===== config.mk =====
export PLATFORM = sky130hd
export DESIGN_NAME = isa_reg_bridge
export DESIGN_NICKNAME = d
export VERILOG_FILES = /design/src/rtl/isa_bridge_pkg.sv /design/src/rtl/isa_addr_decode.sv /design/src/rtl/isa_sa_ram.sv /design/src/rtl/isa_byte_merge.sv /design/src/rtl/isa_reg_bridge.sv
export SDC_FILE = /design/constraint.sdc
export NUM_CORES = 1
export LEC_CHECK = 0
export ABC_AREA = 1
export BUFFER_PORTS_ARGS = -buffer_cell sky130_fd_sc_hd__buf_2
export CAP_MARGIN = 40
export CORE_ASPECT_RATIO = 1.75
export CORE_UTILIZATION = 47
export DETAILED_ROUTE_END_ITERATION = 10
export PLACE_DENSITY_LB_ADDON = 0.3
export SYNTH_ARGS = -nofsm -noshare
export SYNTH_HDL_FRONTEND = slang
export SYNTH_SLANG_ARGS = --single-unit

===== constraint.sdc =====
create_clock -name clk -period 1.9 [get_ports clk]
set_clock_uncertainty 0.1 [all_clocks]
set_input_delay 0.095 -clock clk [delete_from_list [all_inputs] [get_ports clk]]
set_output_delay 0.095 -clock clk [all_outputs]
set_load 0.02 [all_outputs]

===== src/rtl/isa_bridge_pkg.sv =====
package isa_bridge_pkg;
  localparam int SA_BYTES = 16;
  localparam int DATA_W   = 16;

  typedef enum logic [1:0] {K_NONE, K_SA, K_REG, K_RST} acc_kind_e;
  typedef enum logic [1:0] {S_IDLE, S_REQ, S_RSP, S_DONE} cyc_state_e;
endpackage


===== src/rtl/isa_addr_decode.sv =====
module isa_addr_decode
  import isa_bridge_pkg::*;
#(
  parameter int ADDR_W   = 10,
  parameter int BASE     = 'h300,
  parameter int NUM_REGS = 3,
  parameter int RST_OFF  = 24,
  parameter int IDX_W    = 2
) (
  input  logic [ADDR_W-1:0] addr,
  output acc_kind_e         kind,
  output logic [3:0]        sa_sel,
  output logic [IDX_W-1:0]  reg_idx,
  output logic              odd
);
  localparam int WIN_LSB = 5;
  localparam logic [ADDR_W-1:0] BASE_V = ADDR_W'(BASE);
  localparam logic [5:0] REG_END = 6'(16 + 2 * NUM_REGS);
  localparam logic [4:0] RST_V = 5'(RST_OFF);

  logic [4:0] off;
  logic [4:0] off_rel;
  logic       in_win;

  assign off     = addr[WIN_LSB-1:0];
  assign off_rel = off - 5'd16;
  assign in_win  = (addr[ADDR_W-1:WIN_LSB] == BASE_V[ADDR_W-1:WIN_LSB]);
  assign sa_sel  = off[3:0];
  assign reg_idx = IDX_W'(off_rel >> 1);
  assign odd     = off[0];

  always_comb begin
    kind = K_NONE;
    if (in_win) begin
      if (off == RST_V)                            kind = K_RST;
      else if (!off[4])                            kind = K_SA;
      else if ({1'b0, off} < REG_END)              kind = K_REG;
    end
  end
endmodule


===== src/rtl/isa_sa_ram.sv =====
module isa_sa_ram
  import isa_bridge_pkg::*;
(
  input  logic                  clk,
  input  logic                  rst_n,
  input  logic [8*SA_BYTES-1:0] init,
  input  logic [3:0]            sel,
  output logic [7:0]            rd_byte
);
  logic [8*SA_BYTES-1:0] mem_q;

  // Loaded only while reset is held; no bus write path exists.
  always_ff @(posedge clk) begin
    if (!rst_n) mem_q <= init;
  end

  assign rd_byte = mem_q[{sel, 3'b000} +: 8];
endmodule


===== src/rtl/isa_byte_merge.sv =====
module isa_byte_merge
  import isa_bridge_pkg::*;
(
  input  logic              clk,
  input  logic              rst_n,
  input  logic              load_even,
  input  logic [7:0]        even_byte,
  input  logic              consume,
  output logic [7:0]        held_byte,
  output logic              held_valid,
  input  logic [DATA_W-1:0] rsp_word,
  input  logic              odd_lane,
  input  logic              wide,
  output logic [DATA_W-1:0] lane_word
);
  always_ff @(posedge clk or negedge rst_n) begin
    if (!rst_n) begin
      held_byte  <= 8'h00;
      held_valid <= 1'b0;
    end else if (load_even) begin
      held_byte  <= even_byte;
      held_valid <= 1'b1;
    end else if (consume) begin
      held_valid <= 1'b0;
    end
  end

  // Read steering: odd byte moves down to the low lane in 8-bit cycles.
  always_comb begin
    if (wide)          lane_word = rsp_word;
    else if (odd_lane) lane_word = {8'h00, rsp_word[15:8]};
    else               lane_word = {8'h00, rsp_word[7:0]};
  end
endmodule


===== src/rtl/isa_reg_bridge.sv =====
module isa_reg_bridge
  import isa_bridge_pkg::*;
#(
  parameter int ADDR_W   = 10,
  parameter int BASE     = 'h300,
  parameter int NUM_REGS = 3,
  parameter int RST_OFF  = 24,
  localparam int IDX_W   = (NUM_REGS > 1) ? $clog2(NUM_REGS) : 1
) (
  input  logic                  clk,
  input  logic                  rst_n,
  input  logic                  wide_en,
  input  logic [ADDR_W-1:0]     bus_addr,
  input  logic                  aen,
  input  logic                  ior_n,
  input  logic                  iow_n,
  input  logic [DATA_W-1:0]     sd_in,
  output logic [DATA_W-1:0]     sd_out,
  output logic                  sd_oe_lo,
  output logic                  sd_oe_hi,
  output logic                  chrdy_low,
  output logic                  iocs16_low,
  input  logic [8*SA_BYTES-1:0] sa_init,
  output logic                  ctrl_reset,
  output logic                  stale_odd,
  output logic                  reg_req_valid,
  input  logic                  reg_req_ready,
  output logic                  reg_req_write,
  output logic [IDX_W-1:0]      reg_req_idx,
  output logic [1:0]            reg_be,
  output logic [DATA_W-1:0]     reg_wdata,
  input  logic                  reg_rsp_valid,
  input  logic [DATA_W-1:0]     reg_rdata
);
  acc_kind_e        dec_kind;
  logic [3:0]       dec_sa;
  logic [IDX_W-1:0] dec_idx;
  logic             dec_odd;
  logic [7:0]       sa_byte;
  logic [7:0]       held_byte;
  logic             held_valid;
  logic [DATA_W-1:0] lane_word;

  cyc_state_e       st;
  acc_kind_e        cur_kind;
  logic             cur_wr, cur_wide, cur_odd, stale_q, rst_q;
  logic [IDX_W-1:0] cur_idx;
  logic [DATA_W-1:0] wdata_q, rdata_q;

  logic cmd_on, start, is_reg, wide_now, ld_even, take_odd;

  isa_addr_decode #(
    .ADDR_W(ADDR_W), .BASE(BASE), .NUM_REGS(NUM_REGS),
    .RST_OFF(RST_OFF), .IDX_W(IDX_W)
  ) u_dec (
    .addr(bus_addr), .kind(dec_kind), .sa_sel(dec_sa),
    .reg_idx(dec_idx), .odd(dec_odd)
  );

  isa_sa_ram u_sa (
    .clk(clk), .rst_n(rst_n), .init(sa_init), .sel(dec_sa), .rd_byte(sa_byte)
  );

  assign cmd_on   = !aen && (!ior_n || !iow_n);
  assign start    = (st == S_IDLE) && cmd_on && (dec_kind != K_NONE);
  assign is_reg   = (dec_kind == K_REG);
  assign wide_now = wide_en && is_reg && !dec_odd;
  assign ld_even  = start && is_reg && !iow_n && !wide_now && !dec_odd;
  assign take_odd = start && is_reg && !iow_n && !wide_now && dec_odd;

  isa_byte_merge u_merge (
    .clk(clk), .rst_n(rst_n),
    .load_even(ld_even), .even_byte(sd_in[7:0]), .consume(take_odd),
    .held_byte(held_byte), .held_valid(held_valid),
    .rsp_word(reg_rdata), .odd_lane(cur_odd), .wide(cur_wide),
    .lane_word(lane_word)
  );

  always_ff @(posedge clk or negedge rst_n) begin
    if (!rst_n) begin
      st       <= S_IDLE;
      cur_kind <= K_NONE;
      cur_wr   <= 1'b0;
      cur_wide <= 1'b0;
      cur_odd  <= 1'b0;
      cur_idx  <= '0;
      stale_q  <= 1'b0;
      rst_q    <= 1'b0;
      wdata_q  <= '0;
      rdata_q  <= '0;
    end else begin
      rst_q <= 1'b0;
      unique case (st)
        S_IDLE: if (start) begin
          cur_kind <= dec_kind;
          cur_wr   <= !iow_n;
          cur_wide <= wide_now;
          cur_odd  <= dec_odd;
          cur_idx  <= dec_idx;
          stale_q  <= 1'b0;
          rdata_q  <= '0;
          unique case (dec_kind)
            K_SA: begin
              rdata_q <= {8'h00, sa_byte};
              st      <= S_DONE;
            end
            K_RST: begin
              rst_q <= iow_n;
              st    <= S_DONE;
            end
            default: begin
              if (!iow_n) begin
                if (wide_now) begin
                  wdata_q <= sd_in;
                  st      <= S_REQ;
                end else if (dec_odd) begin
                  wdata_q <= {sd_in[7:0], held_byte};
                  stale_q <= !held_valid;
                  st      <= S_REQ;
                end else begin
                  st <= S_DONE;
                end
              end else begin
                st <= S_REQ;
              end
            end
          endcase
        end
        S_REQ: if (reg_req_ready) st <= cur_wr ? S_DONE : S_RSP;
        S_RSP: if (reg_rsp_valid) begin
          rdata_q <= lane_word;
          st      <= S_DONE;
        end
        S_DONE: if (ior_n && iow_n) st <= S_IDLE;
        default: st <= S_IDLE;
      endcase
    end
  end

  assign chrdy_low     = (st == S_REQ) || (st == S_RSP);
  assign iocs16_low    = cur_wide && (st != S_IDLE);
  assign sd_oe_lo      = (st == S_DONE) && !cur_wr;
  assign sd_oe_hi      = (st == S_DONE) && !cur_wr && cur_wide;
  assign sd_out        = rdata_q;
  assign ctrl_reset    = rst_q;
  assign reg_req_valid = (st == S_REQ);
  assign reg_req_write = cur_wr;
  assign reg_req_idx   = cur_idx;
  assign reg_wdata     = wdata_q;
  assign reg_be        = (cur_wr || cur_wide) ? 2'b11 : (cur_odd ? 2'b10 : 2'b01);
  assign stale_odd     = (st == S_REQ) && cur_wr && stale_q;

  p_req_hold_r11: assert property (@(posedge clk) disable iff (!rst_n)
    (reg_req_valid && !reg_req_ready) |=>
      (reg_req_valid && $stable(reg_wdata) && $stable(reg_req_idx) && $stable(reg_be)))
    else $error("request changed before acceptance");

  p_ready_when_driving_r2: assert property (@(posedge clk) disable iff (!rst_n)
    sd_oe_lo |-> !chrdy_low)
    else $error("data driven while waiting");

  p_strobe_end_r3: assert property (@(posedge clk) disable iff (!rst_n)
    $fell(sd_oe_lo) |-> $past(ior_n))
    else $error("read data dropped while strobe active");

  p_cs16_reg_only_r9: assert property (@(posedge clk) disable iff (!rst_n)
    iocs16_low |-> (cur_kind == K_REG))
    else $error("16-bit indication outside register cycle");

  p_hi_lane_wide_r8: assert property (@(posedge clk) disable iff (!rst_n)
    sd_oe_hi |-> iocs16_low)
    else $error("high lane driven in 8-bit cycle");

  p_reset_pulse_r10: assert property (@(posedge clk) disable iff (!rst_n)
    ctrl_reset |=> !ctrl_reset)
    else $error("reset pulse longer than one cycle");
endmodule


==> summary.md, run 1 <==
| Metric | Value |
|---|---|
| Status | completed |
| Aggregate global-route resource usage | 0.292 |
| CP startpoint | st[1]$_DFFE_PN0P_ |
| Core area | 16000 sq um |
| Total Wirelength | 24200 um |
| Gp weighted congestion | 0.846 |
| Max-slew violation count | 0 |
| CTS tree | built |
| H-tree levels | 4 |
| Worst vdd ir | 0.000606 V |
| GR met1 Demand/Resource | 0.316 |
| Most frequent CP cell | nand2_2 |
| Power Dens Cells | 914 nW/um^2 |
| Nets | 1346 |
| DRT iter0 DRCs | 532 |
| Final ANT Viol Nets | 0 |
| Net count after synthesis | 942 |
| Reg clk slew, reported paths | 0.07 ns |
| Fill count | 1057 |
| Critical Path RT | 2.13 ns |
| Final setup violation count | 0 |
| Family with the most delay on the worst path | simple AND/OR/NAND/NOR gates |
| Crit-path slowest cell | dfrtp_1 |
| Achievable frequency | 541 MHz |
| Multi-input gate area | 2310 sq um |
| Cell Chain, Critical Path | inv_2, ha_4, inv_2, nor2_2, nand2_1, inv_1, nand2_2, nor2_4, buf_12, nand3_4, nand2_2, nand2_2 |
| Cells after Synth | 760 |
| Area growth syn-to-layout | 49.4% |
| Register area | 5090 sq um |
| Syn_area_per_cell | 10.1 sq um |
| Commonest non-fill, non-tap cells in the layout | nand2_1 (284), buf_2 (220), dlygate4sd3_1 (161) |
| Worst r2r src | st[1]$_DFFE_PN0P_ |
| Final instance area | 11500 sq um |
| # rows | 61 |
| Port Buffer Count | 221 |
| Fin crit period | 1.85 ns |
| Root buffer cell | clkbuf_16 |
| GRT busiest layer | met2 |
| Routed via count | 7098 |
| Initial antenna violation count | 1 |
| Most common cell after layout, fill and taps aside | nand2_1 |
| Yosys Warn Count | 0 |
| Critical Path Max Stage Delay | 0.40 ns |
| Worst slew margin | 0.567 |
| Final HPWL DP | 14000 um |
| Drc violations | 0 |
| DRT Pass-1 Iters | 5 |
| First-pass GRT wire length | 36700 um |
| Static leakage | 0.00537 uW |
| Clk_lat worst skew | 0.44 ns |
| Die Y | 171 um |
| Max Cap Viol | 0 |
| Die Wd | 98.7 um |
| Starting density of the core | 0.483 |
| Post-synthesis cell area | 7700 sq um |
| Clock Path Buffers | 2 |
| Ports | 222 |
| Crit Path Class | register to register |
| CP Capture Type | register |
| Global route total overflow | 0 |
| Area after DPL | 9200 sq um |
| Largest net degree at the start of global routing | 51 |
| Hold_sp | reg_rdata[5] |
| Vias in the first global route | 7211 |
| Yosys reg bits | 178 |
| Worst-path fanout max | 5 |
| Layout cells sized above 1 | 0.271 |
| Vias per cell | 5.19 |
| Arr. time, crit path | 2.08 ns |
| Startpoint type of the worst setup path | register |
| Synth unique cells | 31 |
| Die ar. | 16900 sq um |
| Drt wl/cell | 17.7 um |
| GR Util met3 | 0.0504 |
| Fin crit share | 0.973 |
| Met2 global-route usage | 0.536 |
| Slew @ Worst Pin | 0.650 ns |
| Hold Fails Final Rpt | 0 |
| Power, Total | 10500 uW |
| Worst path bufs/invs | 4 |
| Clock sinks | 178 |
| Sequential share of the synthesized area | 0.662 |
| RSZ-0062 raised after global routing | true |
| CTS Buf Count | 17 |
| Worst hold path class | input port to register |
[cell usage after synthesis (all sizes together)]
cell    count  area (sq um)
ha          4          50.1
nand2b      1          6.26
dfrtp      50          1250
buf        23           130
edfxtp    128          3840
nor2       28           138
inv        46           175
nand4      13          96.3
or2         3          18.8
o22ai       1          6.26
clkinv      1          8.76
nand3     110           568
o21ai      44           220
nand2     292          1110
nor3        3          15.0
a31oi       1          6.26
a21oi       1          8.76
clkbuf      9          33.8
nor4        1          6.26
o211ai      1          7.51
[per-stage QoR]
| step | util | cells | hold WS [ns] | TNS [ns] | setup slack [ns] |
|---|---|---|---|---|---|
| 2_1_floorplan | - | 760 | -0.301 | -67.29 | -0.526 |
| 3_3_place_gp | 0.577 | 1169 | 0.172 | 0 | 0.108 |
| 3_5_place_dp | 0.577 | 1169 | 0.173 | 0 | 0.0317 |
| 4_1_cts | 0.715 | 1361 | 0.00426 | 0 | 0.00510 |
| 5_1_grt | 0.721 | 1366 | 0.0669 | -2.42 | -0.110 |
| 6_report | 0.721 | 1367 | 0.0115 | 0 | 0.0504 |
[metal layers]
| metal | vias to the layer above | part of all wire |
|---|---|---|
| met5 | - | 0 |
| met4 | 0 | 0.046 |
| met3 | 77 | 0.072 |
| met2 | 387 | 0.53 |
| met1 | 3265 | 0.35 |
| li1 | 3369 | - |
[timing repair]
action,in CTS,in global routing
setup buffers,0,3
resized for setup,0,19
endpoints found under the hold margin,222,0
setup endpoints to repair,0,42
hold buffers,161,0
[power breakdown]
group	leakage (uW)	switching (uW)	internal, uW	total (uW)
sequential	0.00193	143	4540	4680
clock	0.000287	1710	1760	3470
combinational	0.00315	1340	1020	2360
total	0.00537	3190	7320	10500
[area by class of cell]
class	count	share of cell area
diodes	2	0.000435
repair buffers	416	0.268
clock buffers	17	0.0370
inverters	47	0.0163
clock inverters	14	0.0139
multi-input cells	504	0.201
well taps	189	0.0206
flip-flops and latches	178	0.443
[final timing paths]
| path | endpoint | depth (start not counted) | slack, ns |
|---|---|---|---|
| max reg2reg | u_merge.held_byte[2]$_DFFE_PN0P_ | 12 | 0.05 |
| min in group asynchronous | u_merge.held_byte[3]$_DFFE_PN0P_ | 3 | 0.29 |
| max | u_merge.held_byte[2]$_DFFE_PN0P_ | 12 | 0.05 |
| max in group asynchronous | cur_wide$_DFFE_PN0P_ | 3 | 0.96 |
| min reg2reg | u_merge.held_valid$_DFFE_PN0P_ | 2 | 0.37 |
| min | sd_out[5]$_DFFE_PN0P_ | 7 | 0.01 |
[cells by family after synthesis]
logic type	share of synthesized area
buffers and inverters	0.0452
AO/OA/AOI/OAI	0.0323
AND/OR/NAND/NOR	0.254
flip-flops	0.662
adder cells (fa/ha/maj)	0.00650
[registers in the layout, indices dropped and copies added, names as in the netlist]
signal              flops
sd_out                 16
cur_wide                1
u_sa.mem_q            128
u_merge.held_valid      1
reg_req_idx             2
stale_q                 1
ctrl_reset              1
reg_wdata              16
cur_odd                 1
u_merge.held_byte       8
st                      2
reg_req_write           1
[tightest hold or removal path, delay by kind of cell]
kind / cells / cell delay (ns)
simple gates: 5 / 0.25
compound gates: 1 / 0.08
buf+inv: 1 / 0.07
No activity file was read; power rests on OpenSTA's default activity.
==> run 2, diff against run 1 <==
--- a/config.mk
+++ b/config.mk
@@ -12,6 +12,7 @@
 export CORE_UTILIZATION = 47
 export DETAILED_ROUTE_END_ITERATION = 10
 export PLACE_DENSITY_LB_ADDON = 0.3
+export RECOVER_POWER = 100
 export SYNTH_ARGS = -nofsm -noshare
 export SYNTH_HDL_FRONTEND = slang
 export SYNTH_SLANG_ARGS = --single-unit
==> run 2 against run 1 <==
Clock power barely moved. Core utilization fell by 0.70 points. Power fell by 0.23%. First-iteration DRC count rose by 11%. Largest power group unchanged.
==> summary.md, run 2 (synthesis results as in run 1) <==
| Metric | Value |
|---|---|
| DRT Pass-1 Iters | 5 (unchanged) |
| Port Buffer Count | 221 (unchanged) |
| Fin crit period | 1.84 ns (-0.00788 ns) |
| Drc violations | 0 (unchanged) |
| Starting density of the core | 0.483 (unchanged) |
| Global route total overflow | 0 (unchanged) |
| Worst vdd ir | 0.000608 V (+0.45%) |
| Power, Total | 10500 uW (-0.23%) |
| Layout cells sized above 1 | 0.213 (-0.0587) |
| CP Capture Type | register |
| Reg clk slew, reported paths | 0.07 ns (about the same) |
| Worst hold path class | input port to register |
| Largest net degree at the start of global routing | 51 (unchanged) |
| CTS tree | built |
| Area growth syn-to-layout | 48.0% |
| Max Cap Viol | 0 (unchanged) |
| Worst-path fanout max | 5 (unchanged) |
| Vias in the first global route | 7211 (unchanged) |
| Critical Path RT | 2.13 ns (about the same) |
| Clock sinks | 178 (unchanged) |
| Multi-input gate area | 2310 sq um (unchanged) |
| Static leakage | 0.00512 uW (-4.7%) |
| Startpoint type of the worst setup path | register |
| Arr. time, crit path | 2.07 ns (about the same) |
| CTS Buf Count | 17 (unchanged) |
| Max-slew violation count | 0 (unchanged) |
| Clk_lat worst skew | 0.44 ns (about the same) |
| Root buffer cell | clkbuf_16 |
| Crit Path Class | register to register |
| Final ANT Viol Nets | 0 (unchanged) |
| First-pass GRT wire length | 36700 um (unchanged) |
| Hold Fails Final Rpt | 0 (unchanged) |
| Clock Path Buffers | 2 (unchanged) |
| Power Dens Cells | 920 nW/um^2 (+0.74%) |
| Core area | 16000 sq um (unchanged) |
| Final HPWL DP | 14000 um (unchanged) |
| Commonest non-fill, non-tap cells in the layout | nand2_1 (284), dlygate4sd3_1 (161), buf_2 (151) |
| Final core occ | 0.714 (-0.00698) |
| Max reg flops | 128 (unchanged) |
| Area after DPL | 9200 sq um (unchanged) |
| Register area | 5090 sq um (unchanged) |
| Gp weighted congestion | 0.846 (unchanged) |
| # rows | 61 (unchanged) |
| Total Wirelength | 24200 um (+0.13%) |
| Most common cell after layout, fill and taps aside | nand2_1 |
| Status | completed |
| Die ar. | 16900 sq um (unchanged) |
| Die Y | 171 um (unchanged) |
| Hold path depth | 7 (unchanged) |
| Initial antenna violation count | 1 (unchanged) |
| Achievable frequency | 543 MHz (+0.43%) |
| Nets | 1346 (unchanged) |
| Vias per cell | 5.21 (+0.30%) |
| DRT iter0 DRCs | 588 (+11%) |
| Ports | 222 (unchanged) |
| Final setup violation count | 0 (unchanged) |
| Largest reg by FF count | u_sa.mem_q |
| H-tree levels | 4 (unchanged) |
| Aggregate global-route resource usage | 0.292 (unchanged) |
| Fin crit share | 0.969 (-0.00415) |
| Die Wd | 98.7 um (unchanged) |
| RSZ-0062 raised after global routing | true |
| Worst slew margin | 0.154 (-0.413) |
| Routed via count | 7119 (+0.30%) |
| Drt wl/cell | 17.7 um (+0.13%) |
| R2R depth | 12 (unchanged) |
| Fill count | 1106 (+4.6%) |
| Final instance area | 11400 sq um (-0.97%) |
| Slew @ Worst Pin | 1.27 ns (+0.619 ns) |
[run 2: through the flow]
step | setup TNS [ns] | std cells | worst slack, ns | hold WS, ns
3_3_place_gp | 0 | 1169 | 0.108 | 0.172
5_1_grt | -2.42 | 1366 | -0.110 | 0.0669
4_1_cts | 0 | 1361 | 0.00510 | 0.00426
2_1_floorplan | -67.29 | 760 | -0.526 | -0.301
3_5_place_dp | 0 | 1169 | 0.0317 | 0.173
6_report | 0 | 1367 | 0.0583 | 0.0112
[run 2: cell type report]
| cell class | instances | area share |
|---|---|---|
| well taps | 189 | 0.0208 |
| clock buffers | 17 | 0.0373 |
| repair buffers | 416 | 0.261 |
| clock inverters | 14 | 0.0141 |
| flip-flops and latches | 178 | 0.447 |
| diodes | 2 | 0.000439 |
| multi-input cells | 504 | 0.203 |
| inverters | 47 | 0.0163 |
[run 2: final timing paths]
kind                                                 from                               end  slack, ns
min                                          reg_rdata[5]             sd_out[5]$_DFFE_PN0P_       0.01
min in group asynchronous                           rst_n  u_merge.held_byte[3]$_DFFE_PN0P_       0.56
max in group asynchronous                           rst_n              cur_wide$_DFFE_PN0P_       0.36
max                                     st[1]$_DFFE_PN0P_  u_merge.held_byte[2]$_DFFE_PN0P_       0.06
max reg2reg                             st[1]$_DFFE_PN0P_  u_merge.held_byte[2]$_DFFE_PN0P_       0.06
min reg2reg                u_merge.held_valid$_DFFE_PN0P_    u_merge.held_valid$_DFFE_PN0P_       0.37
[run 2: repair_timing]
item / 4_1_cts / 5_1_grt
setup buffers: 0 / 3
gates resized for setup: 0 / 19
endpoints found under the hold margin: 222 / 0
hold buffers: 161 / 0
endpoints found under the setup margin: 0 / 42
[run 2: power by group]
group	total, uW	leakage, uW	internal, uW	switching, uW
Combinational	2330	0.00290	986	1340
Sequential	4690	0.00193	4540	146
Clock	3470	0.000287	1760	1710
[run 2: metal layers]
layer,vias to the layer above,share of wire,track usage
met1,3273,0.36,0.316
met5,-,0,0
met4,0,0.048,0.160
met3,77,0.068,0.0504
met2,394,0.53,0.536
li1,3375,-,-
[run 2: critical path, stage by stage, from the launching register on]
cell and delay (ns):
dfrtp_1 0.39, inv_2 0.10, ha_4 0.15, inv_2 0.04, nor2_2 0.10, nand2_1 0.09, inv_1 0.07, nand2_2 0.08
nor2_4 0.24, buf_12 0.15, nand3_4 0.10, nand2_2 0.10, nand2_2 0.04
